### src/rtl/rel_branch_pkg.sv
package rel_branch_pkg;

    parameter int ADDR_W  = 16;
    parameter int DISP_W  = 8;
    parameter int PAGE_W  = 8;
    parameter int CYC_W   = 3;
    parameter int INSN_LEN = 2;

    localparam int PAGE_HI = ADDR_W - 1;
    localparam int PAGE_LO = PAGE_W;

    localparam logic [CYC_W-1:0] CYC_NOT_TAKEN = CYC_W'(2);
    localparam logic [CYC_W-1:0] CYC_TAKEN     = CYC_W'(3);
    localparam logic [CYC_W-1:0] CYC_PENALTY   = CYC_W'(1);

    typedef enum logic {
        TIMING_COMPAT = 1'b0,
        TIMING_NATIVE = 1'b1
    } timing_e;

    typedef struct packed {
        logic [ADDR_W-1:0] op_addr;
        logic [DISP_W-1:0] disp;
        logic              taken;
        timing_e           timing;
    } br_req_t;

    typedef struct packed {
        logic [ADDR_W-1:0] next_pc;
        logic [CYC_W-1:0]  cycles;
        logic              page_cross;
    } br_res_t;

    function automatic logic [ADDR_W-1:0] sext_disp(input logic [DISP_W-1:0] d);
        return {{(ADDR_W-DISP_W){d[DISP_W-1]}}, d};
    endfunction

    function automatic logic same_page(input logic [ADDR_W-1:0] a,
                                       input logic [ADDR_W-1:0] b);
        return a[PAGE_HI:PAGE_LO] == b[PAGE_HI:PAGE_LO];
    endfunction

endpackage

### src/rtl/rb_target_calc.sv
module rb_target_calc
    import rel_branch_pkg::*;
(
    input  logic [ADDR_W-1:0] op_addr_i,
    input  logic [DISP_W-1:0] disp_i,
    output logic [ADDR_W-1:0] fall_o,
    output logic [ADDR_W-1:0] target_o
);
    always_comb begin
        fall_o   = op_addr_i + ADDR_W'(INSN_LEN);
        target_o = fall_o + sext_disp(disp_i);
    end
endmodule

### src/rtl/rb_cycle_acct.sv
module rb_cycle_acct
    import rel_branch_pkg::*;
(
    input  logic [ADDR_W-1:0] fall_i,
    input  logic [ADDR_W-1:0] target_i,
    input  logic              taken_i,
    input  timing_e           timing_i,
    output br_res_t           res_o
);
    logic crossed;

    always_comb begin
        crossed = taken_i && !same_page(fall_i, target_i);
        res_o.page_cross = crossed;
        res_o.next_pc    = taken_i ? target_i : fall_i;
        if (!taken_i)
            res_o.cycles = CYC_NOT_TAKEN;
        else if (crossed && timing_i == TIMING_COMPAT)
            res_o.cycles = CYC_TAKEN + CYC_PENALTY;
        else
            res_o.cycles = CYC_TAKEN;
    end

    // native timing never adds a cycle
    always_comb begin
        if (taken_i && timing_i == TIMING_NATIVE)
            a_r8_native_flat: assert (res_o.cycles == CYC_TAKEN);
    end
endmodule

### src/rtl/rel_branch_unit.sv
module rel_branch_unit
    import rel_branch_pkg::*;
(
    input  logic              clk_i,
    input  logic              rst_i,
    input  logic              start_i,
    input  logic [15:0]       op_addr_i,
    input  logic [7:0]        disp_i,
    input  logic              taken_i,
    input  logic              native_i,
    output logic              done_o,
    output logic [15:0]       next_pc_o,
    output logic [2:0]        cycles_o,
    output logic              page_cross_o
);
    br_req_t           req;
    logic [ADDR_W-1:0] fall, target;
    br_res_t           res_d, res_q;
    logic              done_q;

    always_comb begin
        req.op_addr = op_addr_i;
        req.disp    = disp_i;
        req.taken   = taken_i;
        req.timing  = native_i ? TIMING_NATIVE : TIMING_COMPAT;
    end

    rb_target_calc u_calc (
        .op_addr_i (req.op_addr),
        .disp_i    (req.disp),
        .fall_o    (fall),
        .target_o  (target)
    );

    rb_cycle_acct u_acct (
        .fall_i   (fall),
        .target_i (target),
        .taken_i  (req.taken),
        .timing_i (req.timing),
        .res_o    (res_d)
    );

    always_ff @(posedge clk_i) begin
        if (rst_i) begin
            done_q <= 1'b0;
            res_q  <= '0;
        end else begin
            done_q <= start_i;
            if (start_i) res_q <= res_d;
        end
    end

    assign done_o       = done_q;
    assign next_pc_o    = res_q.next_pc;
    assign cycles_o     = res_q.cycles;
    assign page_cross_o = res_q.page_cross;

    // done follows start by one cycle
    a_r2_done_follows: assert property (@(posedge clk_i) disable iff (rst_i)
        start_i |=> done_o);
    // outputs hold without a request
    a_r2_hold: assert property (@(posedge clk_i) disable iff (rst_i)
        !start_i |=> $stable(next_pc_o) && $stable(cycles_o));
    // not-taken result is fall-through, 2 cycles, no cross
    a_r3_not_taken: assert property (@(posedge clk_i) disable iff (rst_i)
        start_i && !taken_i |=> next_pc_o == $past(op_addr_i) + 16'd2
                                && cycles_o == 3'd2 && !page_cross_o);
    // cross flag only on taken branches
    a_r6_cross_taken: assert property (@(posedge clk_i) disable iff (rst_i)
        start_i && !taken_i |=> !page_cross_o);
    // cycle count stays within 2..4
    a_r7_cycle_range: assert property (@(posedge clk_i) disable iff (rst_i)
        done_o |-> cycles_o >= 3'd2 && cycles_o <= 3'd4);
endmodule

### config.mk
export PLATFORM = sky130hd
export DESIGN_NAME = rel_branch_unit
export DESIGN_NICKNAME = d
export VERILOG_FILES = /design/src/rtl/rel_branch_pkg.sv /design/src/rtl/rb_target_calc.sv /design/src/rtl/rb_cycle_acct.sv /design/src/rtl/rel_branch_unit.sv
export SDC_FILE = /design/constraint.sdc
export NUM_CORES = 1
export LEC_CHECK = 0
export CAP_MARGIN = 5
export CORE_UTILIZATION = 50
export CTS_CLUSTER_DIAMETER = 100
export CTS_CLUSTER_SIZE = 20
export DETAILED_ROUTE_END_ITERATION = 8
export PLACE_DENSITY = 0.8
export SLEW_MARGIN = 15
export SYNTH_ARGS = -nofsm -noshare
export SYNTH_HDL_FRONTEND = slang
export SYNTH_HIERARCHICAL = 1
export SYNTH_SLANG_ARGS = --single-unit
### constraint.sdc
create_clock -name clk_i -period 4.19 [get_ports clk_i]
set_input_delay 0.6285 -clock clk_i [delete_from_list [all_inputs] [get_ports clk_i]]
set_output_delay 0.6285 -clock clk_i [all_outputs]
set_load 0.01 [all_outputs]
==> flow_summary.toml <==
[clocking]
cts_buffers = 3
path_clk_slew_ns = 0.07
clock_latency_ns = 0.26
clock_sinks = 21
htree_levels = 1
cts_root_buf = "clkbuf_8"
clk_path_buf_depth = 2
tritoncts = "built"

[timing]
setup_viol = 3
fin_skew_ns = 0
relSlewSlack_pct = 42.6
fin_crit_ns = 4.25
fmax_mhz = 235
final-hold-violation-count = 0
slew_violations = 0
rsz0062_at_grt = "yes"
tightest_slew_ns = 0.859
setup_ws_ns = -0.0606
hold_ws_ns = 0.501
finalCritPeriodShare_pct = 101

[synthesis]
syn_area_per_cell_sq_um = 8.79
async_flop_share_pct = 0
postSynthCellCount = 236
synth_edf_count = 0
synthFlopType = "dfxtp_1"
synth_area_leaders = "dfxtp_1, ha_1, mux2i_1"
synth_seq_cells = 21
yosysWarnings = 6
synth_cell_types = 46
synth_fp_nets = 285
synth_area_sq_um = 2070
seq_area_frac_synth_pct = 20.3
synth_top_area_cell = "dfxtp_1"
synth_top_area_share_pct = 20.3

[placement]
place_ws_ns = -0.285
routabilityCongestion = 0.974
detailed_place_hpwl_mm = 4.27
dp_cells = 363
io_buffer_count = 49

[routing]
post-route-drc-count = 0
wl_per_cell_um = 18.1
postRouteAntennaNets = 0
via_per_inst = 5.79
postRouteWirelength_mm = 6.70
first_pass_iters = 4
vias = 2142
drt-initial-drc-count = 128

[grt]
grt_overflow = 0
grt_max_degree = 22
use_met2_pct = 43.0
grt_util_met1_pct = 34.0
grt_use_met3_pct = 2.41
busiest_layer = "met2"
antenna_found_initial = 0
grt_usage_pct = 25.7
grt_pass1_vias = 1882
grt_pass1_wl_mm = 8.66

[layout]
n_fill_cell = 261
multi_input_area_sq_um = 1730
fin_util_pct = 76.9
drive_gt1_share_pct = 28.1
design.final.nets = 370
synthToLayoutAreaGrowth_pct = 48.3
final_cell_mix = "clkdlybuf4s50_1, buf_4, nor2_1, dfxtp_1, mux2i_1"
final_common_cell = "clkdlybuf4s50_1"
regArea_sq_um = 420
antenna_cells = 0
stdcell_count = 370

[run_status]
violations = "negative setup slack"
outcome = "finished, violations left"

[setup_path]
crit_required_ns = 4.31
rrSetupSlack_ns = 3.50
path_max_fanout = 5
worstRegToRegCells = 2
worstSetupStartpointType = "input pin"
cp.arrival_ns = 4.37
cp_cell_sequence = "clkdlybuf4s50_1 -> ha_1 -> nand3_2 -> nor2_1 -> xnor2_1 -> ha_1 -> o21ai_0 -> nand2b_1 -> a311oi_1 -> a21oi_1 -> xnor2_1 -> xor2_1 -> nor4_2 -> a21oi_2 -> and2_1 -> mux2i_1 -> nor2_1"
crit_buf_inv = 1
setup.worst_path.class = "in -> reg"
timing.rr.end = "next_pc_o[8]$_SDFFE_PP0P_"
worstSetupStartpoint = "op_addr_i[1]"
crit_slowest_cell = "clkdlybuf4s50_1"
critPathMaxStageDelay_ns = 0.55
endpoint_kind = "register"
rr_startpoint = "next_pc_o[8]$_SDFFE_PP0P_"
cp_top_family = "simple AND/OR/NAND/NOR gates"

[hold_path]
worstHoldPathCells = 2
hp-class = "reg -> reg"
hold_end = "next_pc_o[0]$_SDFFE_PP0P_"
hold_start = "next_pc_o[0]$_SDFFE_PP0P_"

[floorplan]
initial_utilization_pct = 51.9
ios = 50
coreArea_sq_um = 4000
die_y_um = 66.4
die_width_um = 66.4
rows = 23
die-area_sq_um = 4410

[power]
peakVddDrop_v = 0.000291
p_per_area_nw_per_um2 = 260
p_leak_nw = 1.33

[run]
cap_viol_max_count = 0
==> through the flow <==
stage / power (mW) / instance area, sq um / TNS [ns]
after global routing: 0.840 / 3080 / -0.928
after global placement: 0.593 / 2820 / -0.248
final: 0.799 / 3080 / -0.0961
after CTS: 0.737 / 2880 / 0
after detailed placement: 0.602 / 2820 / -0.812
after floorplan: 0.449 / 2070 / 0
==> registers in the layout (all words and copies together) (netlist names) <==
name and flops:
cycles_o 3, page_cross_o 1, done_o 1, next_pc_o 16
==> worst max-delay path by stage <==
stage | endpoint | slack, ns | cells after the start
2_1_floorplan | cycles_o[2]$_SDFFE_PP0P_ | 0.57 | 16
3_3_place_gp | cycles_o[2]$_SDFFE_PP0P_ | -0.15 | 17
3_5_place_dp | cycles_o[2]$_SDFFE_PP0P_ | -0.28 | 17
4_1_cts | cycles_o[2]$_SDFFE_PP0P_ | 0.01 | 18
5_1_grt | cycles_o[2]$_SDFFE_PP0P_ | -0.31 | 18
6_report | cycles_o[2]$_SDFFE_PP0P_ | -0.06 | 17
==> cell usage after synthesis, types with 5 or more instances <==
cell and instances:
nand2_1 11, xnor2_1 18, ha_1 19, mux2_2 16
dfxtp_1 21, nor2_1 24, xor2_1 16, inv_1 7
a21oi_1 15, nand3_1 5, mux2i_1 20
==> power breakdown <==
group	internal, mW	total [mW]	switching (mW)
Sequential	0.218	0.228	0.00982
Clock	0.0662	0.129	0.0628
Combinational	0.222	0.442	0.220
Total	0.506	0.799	0.292
==> worst min-delay path: cells and delay by family, from the launching register on <==
family	cells	cell delay, ns
DFF	1	0.33
and+or+nand+nor	1	0.08
muxes	1	0.06
==> metal layers <==
metal  routed length, um  part of all wire [%]
met5                   0                     0
met4                 317                   4.7
met3                 316                   4.7
met2                3310                    49
met1                2760                    41
==> cell families (layout without fill, tap and decap cells) <==
logic type | count (synthesis) | after routing | synth area share (%)
compound gates | 39 | 39 | 11.8
xor+xnor | 35 | 35 | 15.1
fa+ha+maj | 20 | 20 | 12.4
buf+inv | 17 | 101 | 5.49
flops | 21 | 21 | 20.3
mux | 36 | 36 | 18.3
simple gates | 68 | 68 | 16.5
==> timing repair <==
item | in CTS | in global routing
hold buffers | 0 | 0
gates resized for setup | 2 | 31
pin swaps | 0 | 11
setup buffers | 0 | 3
setup endpoints to repair | 1 | 4
==> area by class of cell <==
type / instances / area share, %
sequential: 21 / 13.7
tap: 50 / 2.03
multi-input combinational: 198 / 56.3
clock inverter: 1 / 0.163
inverter: 8 / 0.976
clock buffer: 3 / 1.34
timing repair buffer: 89 / 25.5
Note: power is estimated with default switching activity, not from simulation.
